$ cat src/rtl/fgc_pkg.sv
package fgc_pkg;
    localparam int unsigned ADDR_W = 12;
    localparam int unsigned DATA_W = 32;

    localparam logic [ADDR_W-1:0] CTRL_ADDR = 12'h040;
    localparam logic [ADDR_W-1:0] KEY_ADDR  = 12'h050;
    localparam logic [ADDR_W-1:0] RDBK_ADDR = 12'h060;
    localparam logic [2:0]        WIN_TAG   = 3'b001;  // addresses 0x200..0x3FF

    localparam logic [7:0] LOCK_CODE = 8'hAC;

    typedef struct packed {
        logic       go;
        logic       is_rd;
        logic [7:0] idx;
    } fgc_cmd_t;
endpackage

$ cat src/rtl/fgc_cmd_decode.sv
module fgc_cmd_decode
    import fgc_pkg::*;
(
    input  logic              wr_ctrl,
    input  logic              busy,
    input  logic [DATA_W-1:0] wdata,
    output fgc_cmd_t          cmd
);
    logic lock_ok;
    logic one_cmd;
    logic unused_bits;

    assign unused_bits = ^{wdata[31:24], wdata[7:2]};

    always_comb begin
        lock_ok   = (wdata[15:8] == LOCK_CODE);
        one_cmd   = wdata[1] ^ wdata[0];
        cmd.go    = wr_ctrl && !busy && lock_ok && one_cmd;
        cmd.is_rd = wdata[1];
        cmd.idx   = wdata[23:16];
    end
endmodule

$ cat src/rtl/fgc_fuse_array.sv
module fgc_fuse_array
    import fgc_pkg::*;
#(
    parameter int unsigned WORDS = 16,
    parameter int unsigned LAT   = 4
) (
    input  logic              clk,
    input  logic              rst_n,
    input  fgc_cmd_t          cmd,
    input  logic [DATA_W-1:0] key,
    input  logic [7:0]        win_idx,
    output logic [DATA_W-1:0] win_word,
    output logic              rd_busy,
    output logic              pg_busy,
    output logic              rd_done,
    output logic [DATA_W-1:0] rd_word
);
    localparam int unsigned       CNT_W     = $clog2(LAT + 1);
    localparam logic [CNT_W-1:0]  CNT_START = CNT_W'(LAT - 1);

    typedef struct packed {
        logic [WORDS-1:0][DATA_W-1:0] mem;
        logic                         op_rd;
        logic                         op_pg;
        logic [7:0]                   idx;
        logic [DATA_W-1:0]            key;
        logic [CNT_W-1:0]             cnt;
    } st_t;

    st_t st_d, st_q;
    logic busy;
    logic finish;

    assign busy    = st_q.op_rd | st_q.op_pg;
    assign finish  = busy && (st_q.cnt == '0);
    assign rd_busy = st_q.op_rd;
    assign pg_busy = st_q.op_pg;
    assign rd_done = finish && st_q.op_rd;

    always_comb begin
        rd_word  = '0;
        win_word = '0;
        for (int i = 0; i < int'(WORDS); i++) begin
            if (st_q.idx == 8'(i)) rd_word  = st_q.mem[i];
            if (win_idx  == 8'(i)) win_word = st_q.mem[i];
        end
    end

    always_comb begin
        st_d = st_q;
        if (busy) begin
            if (finish) begin
                if (st_q.op_pg) begin
                    for (int i = 0; i < int'(WORDS); i++) begin
                        if (st_q.idx == 8'(i)) st_d.mem[i] = st_q.mem[i] | st_q.key;
                    end
                end
                st_d.op_rd = 1'b0;
                st_d.op_pg = 1'b0;
            end else begin
                st_d.cnt = st_q.cnt - 1'b1;
            end
        end else if (cmd.go) begin
            st_d.op_rd = cmd.is_rd;
            st_d.op_pg = !cmd.is_rd;
            st_d.idx   = cmd.idx;
            st_d.key   = key;
            st_d.cnt   = CNT_START;
        end
    end

    always_ff @(posedge clk or negedge rst_n) begin
        if (!rst_n) st_q <= '0;
        else        st_q <= st_d;
    end


    busy_excl_chk: assert property (@(posedge clk) disable iff (!rst_n)
        $onehot0({st_q.op_rd, st_q.op_pg}));


    rd_start_chk: assert property (@(posedge clk) disable iff (!rst_n)
        (cmd.go && cmd.is_rd) |=> rd_busy);


    for (genvar g = 0; g < int'(WORDS); g++) begin : g_mono
        fuse_mono_chk: assert property (@(posedge clk) disable iff (!rst_n)
            ($past(st_q.mem[g]) & ~st_q.mem[g]) == '0);
    end
endmodule

$ cat src/rtl/fuse_guard_ctrl.sv
module fuse_guard_ctrl
    import fgc_pkg::*;
#(
    parameter int unsigned FUSE_WORDS = 16,
    parameter int unsigned ACC_LAT    = 4
) (
    input  logic              clk,
    input  logic              rst_n,
    input  logic [11:0]       bus_addr,
    input  logic              bus_we,
    input  logic [31:0]       bus_wdata,
    output logic [31:0]       bus_rdata
);
    localparam int unsigned WA_W = ADDR_W - 2;

    typedef struct packed {
        logic [DATA_W-1:0] key;
        logic [7:0]        idx;
        logic [DATA_W-1:0] rdbk;
    } regs_t;

    regs_t r_d, r_q;

    logic [WA_W-1:0]   wa;
    logic              hit_ctrl, hit_key, hit_rdbk, hit_win;
    logic [7:0]        win_idx;
    logic [DATA_W-1:0] win_word, rd_word;
    logic              rd_busy, pg_busy, rd_done;
    fgc_cmd_t          cmd;
    logic              unused_addr;

    assign unused_addr = ^bus_addr[1:0];
    assign wa       = bus_addr[ADDR_W-1:2];
    assign hit_ctrl = (wa == CTRL_ADDR[ADDR_W-1:2]);
    assign hit_key  = (wa == KEY_ADDR[ADDR_W-1:2]);
    assign hit_rdbk = (wa == RDBK_ADDR[ADDR_W-1:2]);
    assign hit_win  = (bus_addr[ADDR_W-1:9] == WIN_TAG);
    assign win_idx  = {1'b0, bus_addr[8:2]};

    fgc_cmd_decode u_dec (
        .wr_ctrl (bus_we && hit_ctrl),
        .busy    (rd_busy || pg_busy),
        .wdata   (bus_wdata),
        .cmd     (cmd)
    );

    fgc_fuse_array #(.WORDS(FUSE_WORDS), .LAT(ACC_LAT)) u_arr (
        .clk      (clk),
        .rst_n    (rst_n),
        .cmd      (cmd),
        .key      (r_q.key),
        .win_idx  (win_idx),
        .win_word (win_word),
        .rd_busy  (rd_busy),
        .pg_busy  (pg_busy),
        .rd_done  (rd_done),
        .rd_word  (rd_word)
    );

    always_comb begin
        r_d = r_q;
        if (bus_we && hit_key) r_d.key  = bus_wdata;
        if (cmd.go)            r_d.idx  = cmd.idx;
        if (rd_done)           r_d.rdbk = rd_word;
    end

    always_ff @(posedge clk or negedge rst_n) begin
        if (!rst_n) r_q <= '0;
        else        r_q <= r_d;
    end

    always_comb begin
        bus_rdata = '0;
        if (hit_ctrl)      bus_rdata = {8'h00, r_q.idx, 8'h00, 6'b0, rd_busy, pg_busy};
        else if (hit_key)  bus_rdata = r_q.key;
        else if (hit_rdbk) bus_rdata = r_q.rdbk;
        else if (hit_win)  bus_rdata = win_word;
    end


    ctrl_hold_chk: assert property (@(posedge clk) disable iff (!rst_n)
        ((rd_busy || pg_busy) && bus_we && hit_ctrl) |=> $stable(r_q.idx));


    bad_lock_chk: assert property (@(posedge clk) disable iff (!rst_n)
        (!(rd_busy || pg_busy) && bus_we && hit_ctrl && bus_wdata[15:8] != LOCK_CODE)
        |=> !(rd_busy || pg_busy));


    rdbk_hold_chk: assert property (@(posedge clk) disable iff (!rst_n)
        !$stable(r_q.rdbk) |-> $past(rd_done));
endmodule

$ cat config.mk
export PLATFORM = sky130hd
export DESIGN_NAME = fuse_guard_ctrl
export DESIGN_NICKNAME = d
export VERILOG_FILES = /design/src/rtl/fgc_pkg.sv /design/src/rtl/fgc_cmd_decode.sv /design/src/rtl/fgc_fuse_array.sv /design/src/rtl/fuse_guard_ctrl.sv
export SDC_FILE = /design/constraint.sdc
export NUM_CORES = 1
export LEC_CHECK = 0
export BUFFER_PORTS_ARGS = -buffer_cell sky130_fd_sc_hd__buf_2
export CORE_ASPECT_RATIO = 1.5
export CORE_UTILIZATION = 32
export CTS_BUF_LIST = sky130_fd_sc_hd__clkbuf_8 sky130_fd_sc_hd__clkbuf_16
export DETAILED_ROUTE_END_ITERATION = 6
export PLACE_DENSITY = 0.5
export SLEW_MARGIN = 20
export SYNTH_ARGS = -nofsm -noshare
export SYNTH_HDL_FRONTEND = slang
export SYNTH_HIERARCHICAL = 1
export SYNTH_SLANG_ARGS = --single-unit
$ cat constraint.sdc
create_clock -name clk -period 6.45 [get_ports clk]
set_clock_uncertainty 0.1 [all_clocks]
set_input_delay 1.29 -clock clk [delete_from_list [all_inputs] [get_ports clk]]
set_output_delay 1.29 -clock clk [all_outputs]
set_load 0.01 [all_outputs]
Word-level counts from Yosys, hierarchy flattened
Cells that the tools add are included.
Widths: inputs -> output; s select.

word-level totals
  output and inout port bits = 32
  bits in registers = 629
  input bits = 47
  word-level logic and storage cells = 155

operators by class
  bitwise logic cells = 19
  muxes and demuxes = 41
  equal/unequal tests = 37
  reduce and logical (&&, ||, !) cells = 33
  add/sub/neg operators = 1

operators with widths
  cell                 count
  $mux 32              36
  $or 32x32->32        16
  $eq 8x4->1 const B   8
  $reduce_and 4->1     16
  $eq 7x4->1 const B   8
  $mux 45              1
  $eq 8x3->1 const B   4
  $eq 10x5->1 const B  3
  $eq 7x3->1 const B   4
  $eq 8x2->1 const B   2
  $logic_not 8->1      2
  $eq 7x2->1 const B   2
  $eq 8x1->1 const B   1
  $eq 8x8->1 const B   1
  $eq 7x1->1 const B   1
  $logic_and 1x1->1    7
  $mux 3               2
  $reduce_and 2->1     3
  $mux 2               2
  $ne 2x2->1 const B   2
  $eq 3x1->1 const B   1
  $logic_not 3->1      1
  $sub 3x1->3 const B  1
  $logic_not 1->1      2
  other kinds (5)      5

Depth between registers and ports, before layout
Gate-level depths: netlist of run 1.

  word-level depth = 21
  gate-level depth with buffers = 13
  depth with buffers taken out = 9

Hierarchy
Netlist of run 1, hierarchy kept.

by module, submodules not included
  module           instances  area each (um2)  cells each
  fgc_fuse_array   1          28,766.3         2,626
  fuse_guard_ctrl  1          3,742.3          298
  fgc_cmd_decode   1          107.6            14

Least setup slack after synthesis of run 1
No wires, ideal clock.

  path kind = in2out
  start = input port bus_addr[3]
  end = output port bus_rdata[2]
  slack = 1.671 ns
  data arrival time = 3.389 ns
  buffers on the path = 4
  cell stages on the path = 10
  path through = buf_2 buf_2 buf_1 buf_2 mux4_2 o21ai_0 o32ai_1 nor4bb_1 a41o_1 mux2_1

between the ends
  word-level cells in the longest chain between the ends = 21
  elaborated cells on any way between the ends = 39

RTL lines
  item                   line                   RTL
  start, declared        fuse_guard_ctrl.sv:9   input logic [11:0] bus_addr,
  $logic_not 8->1        fgc_fuse_array.sv:45   if (win_idx == 8'(i)) win_word = st_q.mem[i];
  $mux 32 (15 in a row)  fgc_fuse_array.sv:45
  $mux 32 *              fgc_fuse_array.sv:45
  named net win_word[2]  fuse_guard_ctrl.sv:27  logic [DATA_W-1:0] win_word, rd_word;
  $mux 32 *              fuse_guard_ctrl.sv:77  else if (hit_win) bus_rdata = win_word;
  $mux 32 *              fuse_guard_ctrl.sv:76  else if (hit_rdbk) bus_rdata = r_q.rdbk;
  $mux 32 *              fuse_guard_ctrl.sv:75  else if (hit_key) bus_rdata = r_q.key;
  $mux 32 *              fuse_guard_ctrl.sv:74  if (hit_ctrl) bus_rdata = {8'h00, r_q.idx, 8'h00, 6'b0, rd_busy, pg_busy};
  end, declared          fuse_guard_ctrl.sv:12  output logic [31:0] bus_rdata

The timed path passes the listed nets; every way through them passes the cells marked *.

Final worst setup path of run 1
  start = input port bus_addr[7]
  end = output port bus_rdata[10]

Same word-level chain as after synthesis.

==> out/qor.yml, run 1 <==
global_routing:
  grt_use_total_pct: 29.0
  antenna_found_initial: 5
  grt_pass1_wl_mm: 213
  gr-total-overflow: 0
  grt_max_degree: 134
  grt_pass1_vias: 28000
floorplanning:
  io_pins: 79
  initial_utilization_pct: 32.3
  coreArea_um2: 101000
  rows: 143
  fp.dieW_um: 263
  die_h_um: 393
  die-area_um2: 103000
worst_setup_path:
  cp_num_buf_inv: 5
  path_delay_family: "simple AND/OR/NAND/NOR gates"
  worstSetupPathType: "primary input to primary output"
  crit_path_max_incr_delay_ns: 0.70
  cp_max_fo: 8
  crit_top_cell: "buf_4"
  cp.arrival_ns: 4.50
  cp_cell_sequence: "buf_2 -> or4_1 -> buf_4 -> nor2_2 -> buf_4 -> nand2_1 -> buf_4 -> o22ai_1 -> a21oi_1 -> nor4bb_1 -> a41o_1 -> mux2_2 -> buf_2"
  cp.required_ns: 5.06
  cp_slowest_cell: "or4_1"
  worstSetupEndpointType: "primary output"
  worst_setup_path_start_kind: "primary input"
route:
  drc: 0
  drt_iter0_markers: 3019
  wl_per_cell_um: 35.2
  ant_nets: 0
  route.vias.total: 27800
  firstDrtPassIters: 6
  viasPerCell: 6.46
  wl_mm: 151
power:
  power_density_nw_per_um2: 226
  static-leakage-power_nw: 21.2
  peakVddDrop_uv: 182
logic_synthesis:
  synth_adder_area_share_pct: 0.0767
  synth.mux.area_fraction_pct: 13.8
  synth_most_common_cell: "dfrtp_1"
  synth_seq_area_share_pct: 48.3
  yosys.area_share.simple_pct: 7.84
  yosys-top-cells-area: "dfrtp_1 48%, a21o_1 12%, mux2_2 5.8%"
  synth_compound_area_share_pct: 25.5
  synth_common_cells: "629 x dfrtp_1, 536 x a21o_1, 169 x mux2_2"
  ys_types: 85
  yosys_register_bits: 629
  synth_xor_area_share_pct: 0.0269
  avgSynthCellArea_um2: 11.1
  yosys_warnings: 6
  synth_area_um2: 32600
  synth_top_family_by_area: "compound AO/OA/AOI/OAI gates"
  syn_inst: 2938
  synth-main-ff-cell: "dfrtp_1"
  synth_top_area_cell: "dfrtp_1"
  synthArstFlopShare_pct: 100
  yosysTopAreaCellShare_pct: 48.3
  synth_edf_count: 0
clock_network:
  cts_root_buf: "clkbuf_16"
  clock-sinks: 629
  cts_buffer_depth: 3
  cts_resized: 0
  clock_latency_ns: 0.68
  holdBufCountCts: 0
  cts_tree: "built"
  numCtsBuffers: 66
  post_cts_buffers: 0
  htree_levels: 3
  cts.clk_slew.worst_paths_ns: 0.07
sta:
  finalCritPeriodShare_pct: 91.3
  finalSetupViolations: 0
  drv_slew: 0
  min_period_ns: 5.89
  tns_ns: 0
  timing.fmax_mhz: 170
  finalHoldViolations: 0
  tightest_slew_ns: 1.26
  holdWs_ns: 0.366
  slew_headroom_pct: 16.0
  rsz0062_at_grt: "false"
cells_and_area:
  synthToLayoutAreaGrowth_pct: 13.9
  drive_above_1_share_pct: 21.9
  fin_nets: 2987
  fin_cells: 4300
  final_util_pct: 36.7
  fillers: 9806
placed_design:
  dpl.cell_count: 4174
  hpwl_mm: 98.9
  port_buffers: 76
  gp_congestion: 0.957
job:
  cap_violations: 0
run_status:
  status: "finished, final reports clean"
min_path:
  hold_class: "flop to flop"
[path summary, 6_finish.rpt]
check                                             from                           to  slack (ns)  cells after the start
max                                        bus_addr[7]                bus_rdata[10]        0.56                     13
min                        u_arr/st_q[441]$_DFFE_PN0P_  u_arr/st_q[441]$_DFFE_PN0P_        0.37                      2
max reg2reg                 u_arr/st_q[39]$_DFFE_PN0P_  u_arr/st_q[292]$_DFFE_PN0P_        2.02                      7
min reg2reg                u_arr/st_q[441]$_DFFE_PN0P_  u_arr/st_q[441]$_DFFE_PN0P_        0.37                      2
max in group asynchronous                        rst_n  u_arr/st_q[387]$_DFFE_PN0P_        4.14                      2
min in group asynchronous                        rst_n  u_arr/st_q[268]$_DFFE_PN0P_        0.56                      1
[per-layer routing]
layer	up-vias	wire length (um)	track usage, %
li1	11100	-	-
met1	14500	54000	33.0
met2	1649	71200	47.3
met3	518	11700	5.60
met4	2	14400	24.7
met5	-	13	0
[cells in the final DEF (no fill, tap or decap), types with 10 or more instances in the layout]
| cell | n |
|---|---|
| dfrtp_1 | 626 |
| a21o_1 | 536 |
| mux2_2 | 169 |
| a21oi_1 | 150 |
| buf_4 | 147 |
| o21ai_0 | 137 |
| nand2_1 | 122 |
| nor2_1 | 107 |
| mux4_2 | 82 |
| buf_2 | 72 |
| mux2i_1 | 69 |
| o22ai_1 | 69 |
| clkbuf_16 | 66 |
| o221ai_1 | 50 |
| inv_1 | 35 |
| a22oi_1 | 34 |
| nand3_1 | 30 |
| o211ai_1 | 29 |
| nor3_1 | 25 |
| a41o_1 | 23 |
| nor2b_1 | 23 |
| nor4bb_1 | 22 |
| a221oi_1 | 22 |
| and3_1 | 21 |
| buf_12 | 16 |
| a211oi_1 | 16 |
| clkbuf_8 | 14 |
| nand2b_1 | 14 |
| a31oi_1 | 14 |
| nor2_4 | 13 |
| and2_1 | 10 |
| a221o_1 | 10 |
[state kept, by name, summed over array words and instances, names as in the netlist]
signal,flops
u_arr/st_q,555
u_arr/pg_busy,1
r_q,72
u_arr/rd_busy,1
[where the power goes]
group          internal, mW  leakage [nW]  switching (mW)
clock network          2.32          1.16            1.76
registers              3.95          8.73         0.00591
logic                0.0930          11.3           0.279
[area by class of cell]
class                   instances  area (um2)  share of cell area, %
clock buffers                  80        1840                   4.96
well taps                    1305        1630                   4.40
diodes                          5        12.5                 0.0337
inverters                      22        82.6                  0.222
clock inverters                40         398                   1.07
repair buffers                239        1850                   4.98
flip-flops and latches        629       15800                   42.4
multi-input cells            1980       15600                   41.9
[cell families (layout without fill, tap and decap cells)]
logic type      count (synthesis)  in the layout
compound gates               1179           1179
xor+xnor                        1              1
fa+ha+maj                       2              2
buf+inv                       330            381
flops                         629            629
mux                           326            326
other cells                     1              7
simple gates                  470            470
[through the flow]
step,cell area (um2),total power [mW],setup slack (ns)
4_1_cts,37100,8.46,0.630
6_report,37100,8.40,0.562
3_3_place_gp,34800,4.39,0.661
2_1_floorplan,32600,4.16,1.67
3_5_place_dp,34900,4.40,0.632
5_1_grt,37100,8.62,0.517
[worst min-delay path: cells and delay by family, from the launching register on]
family	cells	cell delay (ns)
DFF	1	0.32
buffers and inverters	1	0.06
and+or+nand+nor	1	0.05
Note: power is estimated with default switching activity, not from simulation.
==> inputs of run 2 (changes only) <==
--- a/config.mk
+++ b/config.mk
@@ -5,12 +5,13 @@
 export SDC_FILE = /design/constraint.sdc
 export NUM_CORES = 1
 export LEC_CHECK = 0
-export BUFFER_PORTS_ARGS = -buffer_cell sky130_fd_sc_hd__buf_2
+export BUFFER_PORTS_ARGS = -buffer_cell sky130_fd_sc_hd__buf_4
 export CORE_ASPECT_RATIO = 1.5
 export CORE_UTILIZATION = 32
 export CTS_BUF_LIST = sky130_fd_sc_hd__clkbuf_8 sky130_fd_sc_hd__clkbuf_16
 export DETAILED_ROUTE_END_ITERATION = 6
 export PLACE_DENSITY = 0.5
+export SKIP_LAST_GASP = 1
 export SLEW_MARGIN = 20
 export SYNTH_ARGS = -nofsm -noshare
 export SYNTH_HDL_FRONTEND = slang
==> out/qor.yml, run 2 (synthesis results as in run 1) <==
clock_network:
  cts.clk_slew.worst_paths_ns: 0.07
  cts_resized: 0
  cts_buffer_depth: 3
  cts_tree: "built"
  clock-sinks: 629
  holdBufCountCts: 0
  numCtsBuffers: 67
  clock_latency_ns: 0.66
  post_cts_buffers: 0
  cts_root_buf: "clkbuf_16"
  htree_levels: 3
floorplanning:
  fp.dieW_um: 263
  die-area_um2: 103000
  io_pins: 79
  rows: 143
  initial_utilization_pct: 32.3
  coreArea_um2: 101000
  die_h_um: 393
placed_design:
  port_buffers: 76
  gp_congestion: 0.926
  place_area_um2: 34900
  hpwl_mm: 97.6
route:
  drc: 0
  drt_iter0_markers: 3393
  wl_per_cell_um: 35.2
  wl_mm: 151
  firstDrtPassIters: 7
  route.vias.total: 28000
  viasPerCell: 6.53
  ant_nets: 0
sta:
  finalCritPeriodShare_pct: 94.1
  finalSetupViolations: 0
  rsz0062_at_grt: "false"
  tightest_slew_ns: 1.24
  drv_slew: 0
  holdWs_ns: 0.360
  min_period_ns: 6.07
  slew_headroom_pct: 17.1
  finalHoldViolations: 0
  timing.fmax_mhz: 165
  tns_ns: 0
cells_and_area:
  top_register: "u_arr/st_q"
  synthToLayoutAreaGrowth_pct: 14.7
  final_common_cell: "dfrtp_1"
  final_cell_mix: "626 x dfrtp_1, 536 x a21o_1, 200 x buf_4, 169 x mux2_2, 150 x a21oi_1"
  drive_above_1_share_pct: 21.8
  top_regs: "u_arr/st_q: 555 flops, r_q: 72 flops"
  fin_nets: 2971
  fin_area_um2: 37400
  largest_reg_flops: 555
power:
  power_mw: 8.71
  static-leakage-power_nw: 21.3
  peakVddDrop_uv: 179
  power_density_nw_per_um2: 233
global_routing:
  grt_pass1_wl_mm: 214
  gr-total-overflow: 0
  grt_max_degree: 177
  grt_pass1_vias: 28000
  antenna_found_initial: 9
  grt_use_total_pct: 29.0
worst_setup_path:
  cp.arrival_ns: 4.68
  worstSetupEndpointType: "primary output"
  worst_setup_path_start_kind: "primary input"
  cp.required_ns: 5.06
  worstSetupPathType: "primary input to primary output"
  cp_max_fo: 6
job:
  cap_violations: 0
run_status:
  status: "finished, final reports clean"
min_path:
  hold_class: "flop to flop"
## run 2: changes by cell type in the layout (fill, tap and decap cells not counted), moves of 5 or more
cell       before  now
clkbuf_16      66   71
bufinv_16       7   13
buf_4         147  200
buf_2          72    0
inv_1          35   26
clkinv_2        5   11
## run 2: path summary, 6_finish.rpt
path                       slack [ns]                           to                        start  cells after the start
max                              0.38                 bus_rdata[4]                  bus_addr[7]                     11
min                              0.36  u_arr/st_q[441]$_DFFE_PN0P_  u_arr/st_q[441]$_DFFE_PN0P_                      2
max reg2reg                      2.37  u_arr/st_q[396]$_DFFE_PN0P_   u_arr/st_q[37]$_DFFE_PN0P_                      5
min reg2reg                      0.36  u_arr/st_q[441]$_DFFE_PN0P_  u_arr/st_q[441]$_DFFE_PN0P_                      2
max in group asynchronous        4.46           r_q[5]$_DFFE_PN0P_                        rst_n                      3
min in group asynchronous        0.42  u_arr/st_q[462]$_DFFE_PN0P_                        rst_n                      1
## run 2: critical path: stages
cell and delay (ns):
buf_4 0.13, or4_1 0.68, nor2_2 0.61, buf_4 0.32
o221ai_1 0.13, nor3_1 0.26, a21o_1 0.17, nor4bb_1 0.26
a41o_1 0.44, mux2_2 0.25, buf_4 0.12
## run 2: per-layer routing
metal / GRT usage (%) / vias to the layer above / wire length, um
li1: - / 11000 / -
met1: 33.3 / 14500 / 53300
met2: 46.7 / 1794 / 70200
met3: 5.35 / 624 / 12500
met4: 25.5 / 6 / 15000
met5: 0 / - / 38
## run 2: area by class of cell
class / count / area, um2
Clock inverter: 35 / 500
Tap cell: 1305 / 1630
Clock buffer: 82 / 1930
Fill cell: 9763 / 63700
Antenna cell: 9 / 22.5
Inverter: 22 / 82.6
Sequential cell: 629 / 15800
Multi-Input combinational cell: 1980 / 15600
Timing Repair Buffer: 222 / 1910
## run 2: report_power, final
group          switching [mW]  total [mW]  internal [mW]
clock                    1.74        4.38           2.64
sequential            0.00384        3.95           3.95
combinational           0.280       0.379         0.0994
total                    2.03        8.71           6.68
## run 2: per-stage QoR
stage                     instances  utilization [%]  worst slack, ns
after floorplan                2939                -             1.67
after global placement         4155             34.5            0.491
after detailed placement       4156             34.5            0.546
after CTS                      4273             36.9            0.525
after global routing           4275             37.0            0.356
final                          4284             37.0            0.378
